$ cat src/rtl/irtx_pkg.sv
// Shared constants and types for the modulating infrared transmitter.
// Assumes the carrier is always 16 ticks long, so the duty field is 4 bits.
package irtx_pkg;
    localparam int CNT_W      = 16;
    localparam int DIV_W      = 16;
    localparam int FIFO_DEPTH = 8;
    localparam int WORD_W     = CNT_W + 1;
    localparam int PHASE_W    = 4;

    typedef enum logic [1:0] {
        SEL_CTRL = 2'd0,
        SEL_DIV  = 2'd1,
        SEL_DUTY = 2'd2,
        SEL_FIFO = 2'd3
    } sel_e;

    typedef struct packed {
        logic irq_en;
        logic wm_empty;
        logic pol_swap;
        logic mod_en;
        logic run;
    } ctrl_t;
endpackage

$ cat src/rtl/irtx_fifo.sv
// Word queue for pulse descriptors.
// Assumes DEPTH is a power of two, so the pointers wrap naturally.
// A push while full is dropped, and pop is only raised when not empty.
module irtx_fifo #(
    parameter int DEPTH = 8,
    parameter int W     = 17,
    localparam int AW   = $clog2(DEPTH),
    localparam int FW   = $clog2(DEPTH + 1)
) (
    input  logic          clk,
    input  logic          rst_n,
    input  logic          push,
    input  logic [W-1:0]  din,
    input  logic          pop,
    output logic [W-1:0]  dout,
    output logic [FW-1:0] fill,
    output logic          empty
);
    logic [W-1:0]  mem [DEPTH];
    logic [AW-1:0] wp, rp;
    logic          do_push;

    assign do_push = push && (fill != FW'(DEPTH));
    assign empty   = (fill == '0);
    assign dout    = mem[rp];

    // Storage write, no reset needed
    always_ff @(posedge clk) begin
        if (do_push) mem[wp] <= din;
    end

    // Pointer and fill-level bookkeeping
    always_ff @(posedge clk) begin
        if (!rst_n) begin
            wp   <= '0;
            rp   <= '0;
            fill <= '0;
        end else begin
            if (do_push) wp <= wp + 1'b1;
            if (pop)     rp <= rp + 1'b1;
            case ({do_push, pop})
                2'b10:   fill <= fill + 1'b1;
                2'b01:   fill <= fill - 1'b1;
                default: fill <= fill;
            endcase
        end
    end
endmodule

$ cat src/rtl/irtx_tick.sv
// Prescaler that emits one tick every div+1 cycles while run is high.
// It is held at zero while stopped, so the first tick follows enable at once.
module irtx_tick #(
    parameter int DIV_W = 16
) (
    input  logic             clk,
    input  logic             rst_n,
    input  logic             run,
    input  logic [DIV_W-1:0] div,
    output logic             tick
);
    logic [DIV_W-1:0] cnt;

    assign tick = run && (cnt == '0);

    // Down counter that reloads from the divider
    always_ff @(posedge clk) begin
        if (!rst_n || !run)  cnt <= '0;
        else if (cnt == '0)  cnt <= div;
        else                 cnt <= cnt - 1'b1;
    end
endmodule

$ cat src/rtl/irtx_pulse.sv
// Pulse timing engine: loads a word when idle or at the end of a pulse,
// then holds its level for 4*count+3 ticks.
// Assumes the queue presents its head word on 'word' whenever it is not empty.
module irtx_pulse #(
    parameter int CNT_W = 16,
    localparam int W    = CNT_W + 1,
    localparam int RW   = CNT_W + 2
) (
    input  logic         clk,
    input  logic         rst_n,
    input  logic         run,
    input  logic         tick,
    input  logic         q_empty,
    input  logic [W-1:0] word,
    output logic         pop,
    output logic         active,
    output logic         level
);
    logic [RW-1:0] remain;
    logic          slot_free;

    assign slot_free = !active || (tick && remain == '0);
    assign pop       = run && slot_free && !q_empty;

    // Load, count down and retire pulses
    always_ff @(posedge clk) begin
        if (!rst_n || !run) begin
            active <= 1'b0;
            remain <= '0;
            level  <= 1'b0;
        end else if (slot_free) begin
            active <= !q_empty;
            if (!q_empty) begin
                remain <= {word[CNT_W-1:0], 2'b10};
                level  <= word[CNT_W];
            end
        end else if (tick) begin
            remain <= remain - 1'b1;
        end
    end
endmodule

$ cat src/rtl/irtx_carrier.sv
// 16-tick carrier phase counter with a programmable high time.
// The phase restarts at zero whenever the transmitter goes idle.
module irtx_carrier #(
    parameter int PHASE_W = 4
) (
    input  logic               clk,
    input  logic               rst_n,
    input  logic               active,
    input  logic               tick,
    input  logic [PHASE_W-1:0] duty,
    output logic               hi
);
    logic [PHASE_W-1:0] phase;

    assign hi = (phase <= duty);

    // Advance the phase once per tick while a pulse is running
    always_ff @(posedge clk) begin
        if (!rst_n || !active) phase <= '0;
        else if (tick)         phase <= phase + 1'b1;
    end
endmodule

$ cat src/rtl/ir_tx_mod.sv
// Top of the modulating infrared transmitter.
// Holds the control, divider and duty registers, then wires the queue,
// prescaler, pulse engine and carrier into the output line.
// Assumes a single write port and no read-back path.
module ir_tx_mod
    import irtx_pkg::*;
#(
    parameter int CNT_W = irtx_pkg::CNT_W,
    parameter int DIV_W = irtx_pkg::DIV_W,
    parameter int DEPTH = irtx_pkg::FIFO_DEPTH,
    localparam int DW   = CNT_W + 1,
    localparam int FW   = $clog2(DEPTH + 1)
) (
    input  logic          clk,
    input  logic          rst_n,
    input  logic          wr_en,
    input  logic [1:0]    wr_sel,
    input  logic [DW-1:0] wr_data,
    output logic          ir_out,
    output logic          irq,
    output logic [5:0]    status
);
    localparam logic [FW-1:0] HALF = FW'(DEPTH / 2);

    ctrl_t              ctl;
    logic [DIV_W-1:0]   div_q;
    logic [PHASE_W-1:0] duty_q;
    logic               push, pop, q_empty, tick, active, level, car_hi;
    logic [DW-1:0]      head;
    logic [FW-1:0]      fifo_fill;
    logic               svc, burst;
    logic               ctl_en;

    assign push   = wr_en && (sel_e'(wr_sel) == SEL_FIFO);
    assign ctl_en = ctl.run;

    // Register write decode
    always_ff @(posedge clk) begin
        if (!rst_n) begin
            ctl    <= '0;
            div_q  <= '0;
            duty_q <= '0;
        end else if (wr_en) begin
            case (sel_e'(wr_sel))
                SEL_CTRL: ctl <= '{irq_en:   wr_data[5], wm_empty: wr_data[3],
                                   pol_swap: wr_data[2], mod_en:   wr_data[1],
                                   run:      wr_data[0]};
                SEL_DIV:  div_q  <= wr_data[DIV_W-1:0];
                SEL_DUTY: duty_q <= wr_data[PHASE_W-1:0];
                default:  ;
            endcase
        end
    end

    irtx_fifo #(.DEPTH(DEPTH), .W(DW)) u_fifo (
        .clk(clk), .rst_n(rst_n), .push(push), .din(wr_data),
        .pop(pop), .dout(head), .fill(fifo_fill), .empty(q_empty)
    );

    irtx_tick #(.DIV_W(DIV_W)) u_tick (
        .clk(clk), .rst_n(rst_n), .run(ctl.run), .div(div_q), .tick(tick)
    );

    irtx_pulse #(.CNT_W(CNT_W)) u_pulse (
        .clk(clk), .rst_n(rst_n), .run(ctl.run), .tick(tick),
        .q_empty(q_empty), .word(head), .pop(pop),
        .active(active), .level(level)
    );

    irtx_carrier #(.PHASE_W(PHASE_W)) u_car (
        .clk(clk), .rst_n(rst_n), .active(active), .tick(tick),
        .duty(duty_q), .hi(car_hi)
    );

    // Output shaping, service request and status
    always_comb begin
        burst  = level ^ ctl.pol_swap;
        ir_out = active && (ctl.mod_en ? (burst && car_hi) : level);
        svc    = ctl.run && (ctl.wm_empty ? (fifo_fill == '0) : (fifo_fill <= HALF));
        irq    = svc && ctl.irq_en;
        status = {svc, 1'b0, active, 3'b000};
    end
endmodule

$ cat config.mk
export PLATFORM = sky130hd
export DESIGN_NAME = ir_tx_mod
export DESIGN_NICKNAME = d
export VERILOG_FILES = /design/src/rtl/irtx_pkg.sv /design/src/rtl/irtx_fifo.sv /design/src/rtl/irtx_tick.sv /design/src/rtl/irtx_pulse.sv /design/src/rtl/irtx_carrier.sv /design/src/rtl/ir_tx_mod.sv
export SDC_FILE = /design/constraint.sdc
export NUM_CORES = 1
export LEC_CHECK = 0
export ABC_AREA = 1
export CORE_ASPECT_RATIO = 0.9
export CORE_MARGIN = 5
export CORE_UTILIZATION = 25
export DETAILED_ROUTE_END_ITERATION = 10
export PLACE_DENSITY = 0.45
export SLEW_MARGIN = 15
export SYNTH_ARGS = -nofsm -noshare
export SYNTH_HDL_FRONTEND = slang
export SYNTH_SLANG_ARGS = --single-unit
$ cat constraint.sdc
create_clock -name clk -period 5.55 [get_ports clk]
set_input_delay 1.11 -clock clk [delete_from_list [all_inputs] [get_ports clk]]
set_output_delay 1.11 -clock clk [all_outputs]
set_load 0.005 [all_outputs]
After elaboration in Yosys (flattened, before gate mapping)
Memories as Yosys holds them, arrays and structs flattened. A register that Yosys moved wholly into a read port is not among the register bits.
Cells that the tools add are included.
Storage, ports and cells
  register bits after elaboration: 75
  latch bits: 0
  RAM bits: 136
  memory bits (read-only): 0
  input port bits: 22
  output and inout port bits: 8
  memories kept: 1
Operators by class
  $add $sub $neg: 7
  $mul: 0
  divide/modulo/power cells: 0
  $lt $le $gt $ge: 2
  eq/ne operators: 7
  shift-type cells: 0
  multiplexer cells: 11
  bitwise operators: 2
  reductions and logical operators: 28
Memory list
  u_fifo.mem: depth 8, width 17, read ports 1, clocked after memory_dff 1, write ports 1, RTL line irtx_fifo.sv:19  | logic [W-1:0] mem [DEPTH];
Operators with widths (count)
  18-bit two-way mux: 3
  18-bit logical NOT: 1
  18-bit by 1-bit subtractor with 18-bit output, second input constant: 1
  16-bit logical NOT: 1
  16-bit two-way mux: 1
  16-bit by 1-bit subtractor with 16-bit output, second input constant: 1
  1-bit logical AND: 10
  2-bit AND reduction: 5
  4-bit by 1-bit adder with 4-bit output, second input constant: 2
  4-bit case mux with 2 select lines: 1
  3-bit by 1-bit adder with 3-bit output, second input constant: 2
  2-bit equality test, second input constant: 3
  3-bit two-way mux: 2
  2-bit by 1-bit equality test with 1-bit output, second input constant: 2
  4-bit by 3-bit less-or-equal comparator with 1-bit output, second input constant: 1
  4-bit less-or-equal comparator: 1
  1-bit logical NOT: 4
  4-bit logical NOT: 1
  1-bit two-way mux: 4
  4-bit inequality test, second input constant: 1
  2-bit nonzero test: 2
  4-bit by 1-bit subtractor with 4-bit output, second input constant: 1
  1-bit logical OR: 3
  2-bit logical NOT: 1
  3 further kinds: 3

Depth between registers and ports, before layout
  depth after elaboration: 8
  gate-level depth with buffers: 17

By module
From an unflattened synthesis, not the netlist that was laid out.
Second synthesis, totals
  cell total of the unflattened synthesis: 1165
  area total of the unflattened synthesis: 10136.0 µm²
Modules (own cells, without submodules)
  irtx_fifo: instances 1, cells each 473, area an instance 5926.9 µm²
  irtx_pulse: instances 1, cells each 277, area an instance 1645.3 µm²
  ir_tx_mod: instances 1, cells each 194, area an instance 1193.6 µm²
  irtx_tick: instances 1, cells each 178, area an instance 1086.0 µm²
  irtx_carrier: instances 1, cells each 43, area an instance 284.0 µm²

Worst setup path after synthesis
Ideal clock, no wire load.
  path kind: in2reg
  start: input port wr_en
  end: memory u_fifo.mem[0][0], enable pin
  arrival time: 2.342 ns
  required time: 5.160 ns
  slack: 2.817 ns
  stages on the path: 6
  path buffers: 0
  cell sequence: nand2_1 inv_1 o211ai_1 inv_1 nand2_1 nor2_1
On the way
  cells in the longest elaborated chain, start to end: 4
RTL lines
  start, declared: RTL line ir_tx_mod.sv:16  | input logic wr_en,
  1-bit logical AND: RTL line ir_tx_mod.sv:34  | assign push = wr_en && (sel_e'(wr_sel) == SEL_FIFO);
  1-bit logical AND: RTL line irtx_fifo.sv:23  | assign do_push = push && (fill != FW'(DEPTH));
  1-bit two-way mux: RTL line irtx_fifo.sv:29  | if (do_push) mem[wp] <= din;
  1-bit two-way mux (implied by the code): RTL line irtx_fifo.sv:29
  end, declared: RTL line irtx_fifo.sv:19
No other way between the ends.

Worst setup path in the final report
  start: register u_fifo.fill[0]
  end: output port irq
On the way
  cells in the longest elaborated chain, start to end: 4
RTL lines
  start, declared: RTL line irtx_fifo.sv:16  | output logic [FW-1:0] fill,
  start signal, assigned: RTL line irtx_fifo.sv:42  | 2'b10: fill <= fill + 1'b1;
  start signal, assigned: RTL line irtx_fifo.sv:43  | 2'b01: fill <= fill - 1'b1;
  start signal, assigned: RTL line irtx_fifo.sv:44  | default: fill <= fill;
  4-bit by 3-bit less-or-equal comparator with 1-bit output / 4-bit logical NOT (equally long branches): RTL line ir_tx_mod.sv:79  | svc = ctl.run && (ctl.wm_empty ? (fifo_fill == '0) : (fifo_fill <= HALF));
  1-bit two-way mux (*): RTL line ir_tx_mod.sv:79
  1-bit logical AND (*): RTL line ir_tx_mod.sv:79
  1-bit logical AND (*): RTL line ir_tx_mod.sv:80  | irq = svc && ctl.irq_en;
  end, declared: RTL line ir_tx_mod.sv:20  | output logic irq,
Mark *: on every way between the ends. The rest lies on a longest branch, timed or not.

==> metrics.csv <==
metric;value;unit
synth_edf_count;136;
required;4.44;ns
maxCapViolations;0;
pre_cts_slack;1.98;ns
drt-total-wl;25200;um
syn_inst;1020;
slew_headroom;30.1;%
multiInputGateArea;3380;sq um
fill_cells;3904;
synthAdderAreaFrac;1.85;%
post_cts_buffers;0;
avgSynthCellArea;9.26;sq um
start_util;25.3;%
async_flop_share;0;%
area_growth;14.9;%
clk_latency;0.53;ns
arrival;2.36;ns
power.density;325;nW/um^2
rows;67;
die_w;215;um
finClkSkew;0.0170;ns
synth_cell_types;43;
cts_max_level;1;
root_buffer;clkbuf_16;
synth.area.mux_share;0;%
cts_hold_buf;0;
antenna_found_initial;0;
final_cells;1533;
synth_top_family_by_area;simple AND/OR/NAND/NOR gates;
globalRouteOverflowTotal;0;
r2r_start;u_tick.cnt[0];
yosys.area_share.simple;19.8;%
timing.fmax;288;MHz
synthXorXnorAreaFrac;2.13;%
hold_path.class;reg2reg;
pin_count;30;
clockBufferDepth;3;
hold_viol;0;
slew_viol_final;0;
critPathKind;reg2out;
finalSetupTns;0;ns
die_y;194;um
clk_pin_slew;0.06;ns
cts_resized;0;
cp_top_family;compound AO/OA/AOI/OAI gates;
p_leak;4.18;nW
dieArea;41800;sq um
io_buffer_count;25;
crit_path_max_fanout;5;
setup_violations;0;
ys.flop_type;edfxtp_1;
cts_buffers;24;
track_usage;11.9;%
final.min_clock_period;3.47;ns
worst_pin_slew;1.05;ns
seqCellArea;5650;sq um
first_pass_iters;5;
critPathLaunch;u_fifo.fill[0];
ir_drop;0.245;mV
grt_pass1_vias;6886;
gp_congestion;0.781;
hpwl;16500;um
viasPerCell;4.45;
ys_seq_area_share;59.8;%
drive_gt1_share;6.10;%
synth-compound-area-share;11.7;%
finalCritPeriodShare;62.6;%
status;finished clean;
max_stage_delay;0.54;ns
critical_path.cell_chain;nor2_1 > nand2_1 > a2111oi_0 > and2_1 > clkdlybuf4s50_1;
postRouteAntennaNets;0;
yosysWarningCount;0;
critPathBufInv;1;
drtIter0Drc;369;
cts_tree;done;
via_count;6821;
synth_area;9440;sq um
grt_pass1_wl;39800;um
rsz0062_at_grt;false;
hold_start;u_tick.cnt[0];
dp_cells;1488;
startpoint_type;flip-flop;
drc;0;
grt_max_degree;69;
wire_per_inst;16.4;um
fin_ws;2.08;ns
nets;1067;
clkSinkCount;214;
crit_path_end_kind;output pin;
yosys_register_bits;214;
coreArea;37300;sq um
critPathSlowestCell;a2111oi_0;
-- kinds of logic (layout without fill, tap and decap cells) --
group | count (synthesis) | after routing
and+or+nand+nor | 455 | 455
DFF | 214 | 214
AOI/OAI and AO/OA | 206 | 206
buffers and inverters | 107 | 133
xor gates and xnor gates | 23 | 23
adders and majority gates | 14 | 14
other | 1 | 5
-- power by group --
part,internal (mW),switching (mW)
Combinational,0.105,0.249
Clock,0.801,0.642
Sequential,1.72,0.0149
-- layout by cell type, fill, tap and decap left out, drive strengths merged, types with 2 or more instances in the layout --
master         netlist  routed
nor2               225     225
buf                 19       5
a21oi               33      33
clkdlybuf4s50        0      25
clkinv               2      14
nor3                 2       2
ha                  14      14
inv                 57      57
nand3b               6       6
o21ai              136     136
nand3               31      31
o31ai                2       2
clkbuf              29      31
edfxtp             136     136
nand4                5       5
o22ai               24      24
xnor2                8       8
dfxtp               78      78
nand2              182     182
xor2                15      15
conb                 1       4
a31oi                6       6
-- registers in the layout (all words and copies together) (netlist names), named ones only --
register,cells
ctl_en,1
u_fifo.fill,4
ctl,4
duty_q,4
u_fifo.rp,3
u_pulse.remain,18
u_fifo.wp,3
u_car.phase,4
u_fifo.mem,136
div_q,16
u_pulse.active,1
u_tick.cnt,16
u_pulse.level,1
-- Yosys cell counts, types with 6 or more instances --
library cell | count | area share [%]
nor2_1 | 219 | 8.7
nand2_1 | 180 | 7.2
edfxtp_1 | 136 | 43
o21ai_0 | 131 | 6.9
dfxtp_1 | 78 | 17
inv_1 | 56 | 2.2
a21oi_1 | 32 | 1.7
clkbuf_1 | 29 | 1.2
nand3_1 | 24 | 1.3
o22ai_1 | 24 | 1.6
xor2_1 | 15 | 1.4
ha_1 | 14 | 1.9
buf_4 | 9 | 0.72
xnor2_1 | 8 | 0.74
a31oi_1 | 6 | 0.40
nand3_2 | 6 | 0.64
nand3b_1 | 6 | 0.48
-- worst paths after layout --
path,end,slack [ns],cells after the start
worst max-delay path,irq,2.08,5
worst min-delay path,u_tick.cnt[0],0.44,1
worst max register to register,u_fifo.fill[3],2.28,17
worst min register to register,u_tick.cnt[0],0.44,1
-- metrics by stage --
stage | util, % | hold WS (ns) | cell area (sq um) | power (mW)
final | 29.1 | 0.441 | 10900 | 3.53
after global routing | 29.1 | 0.462 | 10900 | 3.69
after CTS | 29.1 | 0.442 | 10900 | 3.58
after detailed placement | 27.2 | 0.428 | 10100 | 2.12
after global placement | 27.2 | 0.426 | 10100 | 2.13
after floorplan | - | 0.406 | 9460 | 2.00
-- metal layers --
layer,GRT usage [%],wire (um)
met5,0,0
met4,2.72,516
met3,1.91,873
met2,18.7,11000
met1,17.3,12800
-- layout make-up --
cell class                 instances  area share (%)
multi-input combinational        702            31.2
tap                              483            5.57
clock buffer                      31            5.77
inverter                          59            2.04
sequential                       214            52.0
clock inverter                    13           0.772
timing repair buffer              30            2.65
antenna                            1          0.0231
Note: power is estimated with default switching activity, not from simulation.
